**config.mk**
```make
export PLATFORM = sky130hd
export DESIGN_NAME = fetch_realigner
export DESIGN_NICKNAME = d
export VERILOG_FILES = /design/src/rtl/realign_pkg.sv /design/src/rtl/realign_slicer.sv /design/src/rtl/realign_state.sv /design/src/rtl/fetch_realigner.sv
export SDC_FILE = /design/constraint.sdc
export NUM_CORES = 1
export LEC_CHECK = 0
export BUFFER_PORTS_ARGS = -buffer_cell sky130_fd_sc_hd__buf_2
export CAP_MARGIN = 20
export CORE_MARGIN = 1
export CORE_UTILIZATION = 40
export CTS_CLUSTER_DIAMETER = 200
export DETAILED_ROUTE_END_ITERATION = 16
export PLACE_DENSITY = 0.67
export RECOVER_POWER = 50
export SYNTH_ARGS = -nofsm -noshare
export SYNTH_HDL_FRONTEND = slang
export SYNTH_HIERARCHICAL = 1
export SYNTH_SLANG_ARGS = --single-unit
```
**constraint.sdc**
```tcl
create_clock -name clk -period 2.8 [get_ports clk]
set_input_delay 0 -clock clk [delete_from_list [all_inputs] [get_ports clk]]
set_output_delay 0 -clock clk [all_outputs]
set_load 0.01 [all_outputs]
```
**src/rtl/realign_pkg.sv**
```systemverilog
package realign_pkg;
  localparam int ILEN = 32;
  localparam int HW   = ILEN / 2;
  localparam int NHALF = ILEN / HW;

  // A parcel is 16-bit when its two lowest bits are not both set.
  function automatic logic parcel_is_short(input logic [1:0] lsbs);
    return lsbs != 2'b11;
  endfunction

  // Zero-extend a halfword into a full instruction slot.
  function automatic logic [ILEN-1:0] widen_half(input logic [HW-1:0] h);
    return {{(ILEN-HW){1'b0}}, h};
  endfunction
endpackage

```
**src/rtl/realign_slicer.sv**
```systemverilog
module realign_slicer
  import realign_pkg::*;
#(
  parameter int PC_W = 32
) (
  input  logic [ILEN-1:0] word,
  input  logic [PC_W-1:0] pc,
  output logic            aligned,
  output logic [HW-1:0]   lo_half,
  output logic [HW-1:0]   hi_half,
  output logic            lo_short,
  output logic            hi_short
);
  logic [HW-1:0] halves [NHALF];
  logic [NHALF-1:0] shorts;

  for (genvar g = 0; g < NHALF; g++) begin : g_half
    assign halves[g] = word[g*HW +: HW];
    assign shorts[g] = parcel_is_short(word[g*HW +: 2]);
  end

  assign aligned  = ~pc[1];
  assign lo_half  = halves[0];
  assign hi_half  = halves[NHALF-1];
  assign lo_short = shorts[0];
  assign hi_short = shorts[NHALF-1];
endmodule

```
**src/rtl/realign_state.sv**
```systemverilog
module realign_state
  import realign_pkg::*;
#(
  parameter int PC_W = 32
) (
  input  logic            clk,
  input  logic            rst_n,
  input  logic            flush,
  input  logic            accept,
  input  logic            aligned,
  input  logic [ILEN-1:0] word,
  input  logic [PC_W-1:0] pc,
  input  logic [HW-1:0]   lo_half,
  input  logic [HW-1:0]   hi_half,
  input  logic            lo_short,
  input  logic            hi_short,
  input  logic            out_ready,
  output logic            out_valid,
  output logic [ILEN-1:0] out_instr,
  output logic            out_compressed,
  output logic [PC_W-1:0] out_pc,
  output logic [PC_W-1:0] out_next_pc,
  output logic            proto_err,
  output logic            pending
);
  localparam logic [PC_W-1:0] STEP_S = PC_W'(2);
  localparam logic [PC_W-1:0] STEP_L = PC_W'(4);

  function automatic logic [PC_W-1:0] advance(input logic [PC_W-1:0] p,
                                              input logic short_i);
    return p + (short_i ? STEP_S : STEP_L);
  endfunction

  logic [HW-1:0]   held;
  // named events for assertions
  logic            ev_emit, ev_hold, ev_err;
  logic [ILEN-1:0] nx_instr;
  logic            nx_short;

  always_comb begin
    ev_emit  = 1'b0;
    ev_hold  = 1'b0;
    ev_err   = 1'b0;
    nx_instr = '0;
    nx_short = 1'b0;
    if (accept) begin
      if (pending) begin
        if (aligned) begin
          ev_err = 1'b1;
        end else begin
          ev_emit  = 1'b1;
          nx_instr = {lo_half, held};
        end
      end else if (aligned) begin
        ev_emit  = 1'b1;
        nx_short = lo_short;
        nx_instr = lo_short ? widen_half(lo_half) : word;
      end else if (hi_short) begin
        ev_emit  = 1'b1;
        nx_short = 1'b1;
        nx_instr = widen_half(hi_half);
      end else begin
        ev_hold = 1'b1;
      end
    end
  end

  always_ff @(posedge clk or negedge rst_n) begin
    if (!rst_n) begin
      out_valid      <= 1'b0;
      out_instr      <= '0;
      out_compressed <= 1'b0;
      out_pc         <= '0;
      out_next_pc    <= '0;
      proto_err      <= 1'b0;
      pending        <= 1'b0;
      held           <= '0;
    end else if (flush) begin
      out_valid <= 1'b0;
      proto_err <= 1'b0;
      pending   <= 1'b0;
    end else begin
      proto_err <= ev_err;
      if (ev_emit) begin
        out_valid      <= 1'b1;
        out_instr      <= nx_instr;
        out_compressed <= nx_short;
        out_pc         <= pc;
        out_next_pc    <= advance(pc, nx_short);
      end else if (out_ready) begin
        out_valid <= 1'b0;
      end
      if (ev_hold) begin
        pending <= 1'b1;
        held    <= hi_half;
      end else if (ev_emit || ev_err) begin
        pending <= 1'b0;
      end
    end
  end

  a_r6_hold_stable: assert property (@(posedge clk) disable iff (!rst_n)
    out_valid && !out_ready && !flush |=> out_valid && $stable(out_instr)
      && $stable(out_pc) && $stable(out_next_pc) && $stable(out_compressed));

  a_r8_err_drops: assert property (@(posedge clk) disable iff (!rst_n)
    proto_err |-> !pending && !out_valid);

  a_r9_flush_clears: assert property (@(posedge clk) disable iff (!rst_n)
    flush |=> !out_valid && !pending && !proto_err);

  a_r5_pending_excl: assert property (@(posedge clk) disable iff (!rst_n)
    pending |-> !out_valid);

  a_r2_short_form: assert property (@(posedge clk) disable iff (!rst_n)
    out_valid && out_compressed |-> out_instr[ILEN-1:HW] == '0
      && out_instr[1:0] != 2'b11);

  a_r3_full_form: assert property (@(posedge clk) disable iff (!rst_n)
    out_valid && !out_compressed |-> out_instr[1:0] == 2'b11);

  a_r5_event_onehot: assert property (@(posedge clk) disable iff (!rst_n)
    $onehot0({ev_emit, ev_hold, ev_err}));
endmodule

```
**src/rtl/fetch_realigner.sv**
```systemverilog
module fetch_realigner
  import realign_pkg::*;
#(
  parameter int PC_W = 32
) (
  input  logic            clk,
  input  logic            rst_n,
  input  logic            flush,
  input  logic            in_valid,
  output logic            in_ready,
  input  logic [ILEN-1:0] in_word,
  input  logic [PC_W-1:0] in_pc,
  output logic            out_valid,
  input  logic            out_ready,
  output logic [ILEN-1:0] out_instr,
  output logic            out_compressed,
  output logic [PC_W-1:0] out_pc,
  output logic [PC_W-1:0] out_next_pc,
  output logic            proto_err
);
  logic          aligned, lo_short, hi_short, accept, pending;
  logic [HW-1:0] lo_half, hi_half;

  assign in_ready = !flush && (!out_valid || out_ready);
  assign accept   = in_valid && in_ready;

  realign_slicer #(.PC_W(PC_W)) u_slice (
    .word(in_word), .pc(in_pc), .aligned(aligned),
    .lo_half(lo_half), .hi_half(hi_half),
    .lo_short(lo_short), .hi_short(hi_short)
  );

  realign_state #(.PC_W(PC_W)) u_state (
    .clk(clk), .rst_n(rst_n), .flush(flush), .accept(accept),
    .aligned(aligned), .word(in_word), .pc(in_pc),
    .lo_half(lo_half), .hi_half(hi_half),
    .lo_short(lo_short), .hi_short(hi_short),
    .out_ready(out_ready), .out_valid(out_valid), .out_instr(out_instr),
    .out_compressed(out_compressed), .out_pc(out_pc),
    .out_next_pc(out_next_pc), .proto_err(proto_err), .pending(pending)
  );

  a_r10_backpressure: assert property (@(posedge clk) disable iff (!rst_n)
    out_valid && !out_ready |-> !in_ready);

  a_r7_single_delivery: assert property (@(posedge clk) disable iff (!rst_n)
    out_valid && out_ready && !(in_valid && in_ready) |=> !out_valid);
endmodule

```
* After elaboration in Yosys (flattened, before gate mapping)
Cells that the tools add are included.
** Storage, ports and cells
- Register bits :: 116
- Bits of input ports :: 69
- Word-level logic and storage cells :: 51
** Operators by class
- $add $sub $neg :: 1
- Equal/unequal tests :: 2
- Multiplexer cells :: 29
- Bitwise logic cells :: 1
- Reduce and logical (&&, ||, !) cells :: 10
** Operators with widths (number)
- $mux 32 :: 5
- $add 32x32->32 :: 1
- $mux 1 :: 22
- $mux 16 :: 1
- $reduce_bool 3->1 :: 2
- $ne 2x2->1 const B :: 2
- $reduce_and 2->1 :: 2
- $mux 3 :: 1
- $logic_and 1x1->1 :: 2
- $logic_not 1->1 :: 2
- $logic_or 1x1->1 :: 2
- $not 1->1 :: 1

* Depth between registers and ports, before layout
- Depth after elaboration :: 9
- Mapped depth :: 14

* Cells and area by module
The synthesis kept the hierarchy.
** By module, submodules not included
- realign_state :: instances 1, cells each 574, area each 5466.5 um^2, sequential area each 2877.8 um^2
- realign_slicer :: instances 1, cells each 35, area each 251.5 um^2, sequential area each 0.0 um^2
- fetch_realigner :: instances 1, cells each 3, area each 30.0 um^2, sequential area each 0.0 um^2

* Worst setup path after synthesis
No wires, ideal clock.
- Path type :: input -> register
- Start point :: input port in_word[0]
- End point :: register u_state.out_next_pc[23]
- Setup time :: 0.082 ns
- Arrival :: 2.873 ns
- Data required time :: 2.718 ns
- Setup slack :: -0.155 ns
- Cell stages on the path :: 13
- Path buffers :: 3
- Cells stage by stage :: nand2_1 > clkbuf_1 > clkbuf_1 > and2_1 > o211ai_1 > inv_1 > ha_1 > fa_1 > nand3_2 > or4b_1 > buf_2 > or4_1 > a31oi_1
** On the way
- Word-level cells in the longest chain between the ends :: 6
** RTL lines
- start, declared :: RTL line fetch_realigner.sv:11 : input logic [ILEN-1:0] in_word,
- $ne 2x2->1 :: RTL line realign_pkg.sv:8 : return lsbs != 2'b11;
- $mux 1 :: RTL line realign_state.sv:54 : end else if (aligned) begin
- $mux 1 :: RTL line realign_state.sv:47 : if (pending) begin
- $mux 1 :: RTL line realign_state.sv:46 : if (accept) begin
- named net u_state.nx_short :: RTL line realign_state.sv:38 : logic nx_short;
- $mux 3 :: RTL line realign_state.sv:31 : return p + (short_i ? STEP_S : STEP_L);
- $add 32x32->32 :: RTL line realign_state.sv:31
- end signal, assigned :: RTL line realign_state.sv:89 : out_next_pc <= advance(pc, nx_short);
- end, declared :: RTL line realign_state.sv:22 : output logic [PC_W-1:0] out_next_pc,
The timed path passes the listed nets, and every way through them passes these cells.
A chain may end at the register's enable or synchronous reset.

* Final worst setup path
- Start point :: register u_state.out_valid
- End point :: register u_state.out_next_pc[27]
** On the way
- Word-level cells in the longest chain between the ends :: 7
- Elaborated cells on any way between the ends :: 9
** RTL lines
- start, declared :: RTL line realign_state.sv:18 : output logic out_valid,
- start signal, assigned :: RTL line realign_state.sv:70 : out_valid <= 1'b0;
- start signal, assigned :: RTL line realign_state.sv:79 : out_valid <= 1'b0;
- start signal, assigned :: RTL line realign_state.sv:85 : out_valid <= 1'b1;
- $logic_not 1->1 :: RTL line fetch_realigner.sv:24 : assign in_ready = !flush && (!out_valid || out_ready);
- $logic_or 1x1->1 :: RTL line fetch_realigner.sv:24
- $logic_and 1x1->1 :: RTL line fetch_realigner.sv:24
- $logic_and 1x1->1 :: RTL line fetch_realigner.sv:25 : assign accept = in_valid && in_ready;
- named net accept :: RTL line fetch_realigner.sv:21 : logic aligned, lo_short, hi_short, accept, pending;
- $mux 1 :: RTL line realign_state.sv:46
- named net u_state.nx_short :: RTL line realign_state.sv:38
- $mux 3 :: RTL line realign_state.sv:31
- $add 32x32->32 :: RTL line realign_state.sv:31
The timed path passes the listed nets, and every way through them passes these cells.

==> results.ini <==
[die]
num_rows = 43
die_area_sq_um = 14900
die-width_um = 122
die-height_um = 122
io_pins = 169
initial_core_util_pct = 41.2
core_sq_um = 13900

[setup_path]
path_class = reg -> reg
endpoint_kind = flip-flop
path_cells = nor2b_4 > nor3b_2 > o211ai_1 > inv_1 > ha_4 > fa_2 > nand3_4 > or4b_4 > or4_1 > a31oi_1
slowest_delay_ns = 0.56
arrival_ns = 3.16
worstRegToRegCells = 10
start_kind = flip-flop
slowest_stage = or4b_4
cp.required_ns = 3.13
reg2reg_to = u_state/out_next_pc[27]
rrSetupSlack_ns = -0.03
critPathMaxFanout = 6
cp_num_buf_inv = 1
critPathTopFamily = simple AND/OR/NAND/NOR gates
rr_startpoint = u_state/out_valid

[timing]
final-hold-violation-count = 0
tns_ns = -0.0644
worstMarginPinSlew_ns = 1.02
setup_viol = 4
slew_violations = 0
rsz0062_at_grt = yes
fmaxAchievable_mhz = 353
setup_ws_ns = -0.0301
fin_crit_sh_pct = 101
min_period_ns = 2.83
fin_skew_ns = 0.0101
relSlewSlack_pct = 32.0

[routing]
drtIter0Drc = 376
vias = 5305
viasPerCell = 5.24
route.detailed.drc = 0
dr.pass1.iters = 4
wire_per_inst_um = 16.3
drtAntennaViolNets = 0
drt-total-wl_um = 16500

[yosys]
synth_cell_type_count = 41
synth_fa_ha_area_share_pct = 0.784
netlist_area_sq_um = 5750
synthSimpleGateAreaFrac_pct = 18.9
synth-compound-area-share_pct = 14.9
synth.avg_cell_area_sq_um = 9.39
synth_area_leaders = dfrtp_1, nand2_1, mux2_2, o21ai_0, buf_4
synth_cells = 612
ys_ff_latch = 115
synth_top_area_share_pct = 50.1
synth_top_family_by_area = simple AND/OR/NAND/NOR gates
yosysTopAreaCell = dfrtp_1
synth-xor-area-share_pct = 1.68
synthesis.nets = 684
synth.area.mux_share_pct = 6.42
yosysWarnings = 6
ys_seq_area_share_pct = 50.1

[clock_tree]
cts-root-buf = clkbuf_16
clk_latency_ns = 0.42
cts_buffers = 17
clockBufferDepth = 2
cts_tree = yes
cts.htree.levels = 4
clock-sinks = 115
cts.clk_slew.worst_paths_ns = 0.06

[global_route]
grt_max_degree = 79
antenna_found_initial = 0
grt_usage_pct = 22.7
grt_pass1_wl_um = 25800
grt_remaining_overflow = 0
grt_pass1_vias = 5080

[place]
portBuffers = 168
detailed_place_hpwl_um = 10300
routabilityCongestion = 0.810
placed_cell_area_sq_um = 6590

[pwr]
p_clk_share_pct = 41.0
power_frac_comb_pct = 19.3
cellInternalPower_w = 0.00387
powerDensity_nw_per_um2 = 687
pwr-share-seq_pct = 39.7
p_leak_nw = 3.57
power.switching_w = 0.00153
peakVddDrop_v = 0.000377
sw_frac_of_total_pct = 28.3

[status]
status = finished with violations
violations = negative setup slack

[final_layout]
syn2layout_area_growth_pct = 36.5
drive_above_1_share_pct = 19.8
final_util_pct = 56.3
multi_input_area_sq_um = 2510
final_cell_mix = nand2_1, dfrtp_1, clkbuf_1
layout_commonest_cell = nand2_1
nets = 892
fillers = 1303
stdcell_area_sq_um = 7840
num_antenna_cells = 0
regArea_sq_um = 2880

[hold_path]
hold_path_depth = 4
holdCritPathClass = in -> reg
hold_end = u_state/out_next_pc[4]
worstHoldStart = in_pc[3]

[job]
cap_violations = 0

-- cells in the mapped netlist (all sizes together) --
master	instances
fa	1
clkbuf	35
o31ai	12
a22o	15
nand4	8
or3b	1
or4b	1
buf	37
nor2b	3
and2	3
a21oi	1
nand2b	2
nor2	21
a32oi	1
a22oi	30
dfrtp	115
mux2i	2
nor4	1
xnor2	6
mux2	31
or3	5
ha	2
and4	3
a31oi	16
and3	4
xor2	5
inv	5
nor3b	3
nand2	159
o211ai	3
nand3	11
or4	13
a21o	1
o21ai	53
clkinv	1
nor3	2
-- power by group through the flow --
stage | clock network, W | logic (W) | registers [W]
after floorplan | 0 | 0.000419 | 0.00227
after global placement | 0 | 0.000998 | 0.00214
after detailed placement | 0 | 0.00102 | 0.00216
after CTS | 0.00226 | 0.00110 | 0.00213
after global routing | 0.00235 | 0.00116 | 0.00218
final | 0.00221 | 0.00104 | 0.00214
-- registers in the layout, summed over array words and instances (netlist names) --
name and cells:
u_state/held 16, u_state/out_compressed 1, u_state/out_instr 32, u_state/out_next_pc 31, u_state/out_pc 32, u_state/out_valid 1, u_state/pending 1, u_state/proto_err 1
-- per-layer routing --
| layer | GRT usage, % | up-vias | part of all wire [%] |
|---|---|---|---|
| met5 | 0 | - | 0 |
| met2 | 35.1 | 175 | 47 |
| met1 | 29.4 | 2554 | 45 |
| li1 | - | 2536 | - |
| met4 | 12.3 | 0 | 2.8 |
| met3 | 5.24 | 40 | 4.8 |
-- how the worst max path moves through the flow --
stage | startpoint | endpoint | slack (ns) | cells past startpoint
floorplan | u_state/out_valid | u_state/out_next_pc[23] | -0.05 | 11
global placement | u_state/out_valid | u_state/out_next_pc[31] | 0.04 | 11
detailed placement | u_state/out_valid | u_state/out_next_pc[23] | -0.06 | 11
CTS | u_state/out_valid | u_state/out_next_pc[29] | -0.01 | 11
global route | u_state/out_valid | u_state/out_next_pc[27] | -0.15 | 10
finish | u_state/out_valid | u_state/out_next_pc[27] | -0.03 | 10
-- timing repair --
item	4_1_cts	5_1_grt
gates cloned	0	1
buffers inserted	3	2
resized for setup	6	4
pin swaps	8	11
hold buffers	67	1
endpoints found under the setup margin	7	14
hold endpoints to repair	172	8
-- worst min-delay path: stages --
cell	delay [ns]
buf_2	0.14
nand2_1	0.08
xor2_1	0.06
o21ai_0	0.14
-- stage by stage --
| step | total power [W] | worst slack [ns] | instances | hold slack [ns] |
|---|---|---|---|---|
| after global routing | 0.00568 | -0.153 | 1013 | 0.0950 |
| after CTS | 0.00549 | -0.0121 | 1008 | 0.0136 |
| after global placement | 0.00314 | 0.0414 | 906 | 0.195 |
| final | 0.00539 | -0.0301 | 1013 | 0.0477 |
| after detailed placement | 0.00318 | -0.0648 | 906 | 0.198 |
| after floorplan | 0.00269 | -0.0475 | 612 | -0.296 |
-- cells by family (layout without fill, tap and decap cells) --
logic type,Yosys count,after routing
AO/OA/AOI/OAI,132,132
XOR/XNOR,11,11
AND/OR/NAND/NOR,240,241
multiplexers,33,33
buffers and inverters,78,298
flip-flops,115,115
adder cells (fa/ha/maj),3,3
-- layout make-up --
| cell class | instances | share of cell area [%] |
|---|---|---|
| Timing Repair Buffer | 260 | 20.5 |
| Clock buffer | 22 | 6.05 |
| Inverter | 6 | 0.287 |
| Sequential cell | 115 | 36.7 |
| Tap cell | 180 | 2.87 |
| Multi-Input combinational cell | 420 | 32.0 |
| Clock inverter | 10 | 1.66 |
No activity file was read; power rests on OpenSTA's default activity.
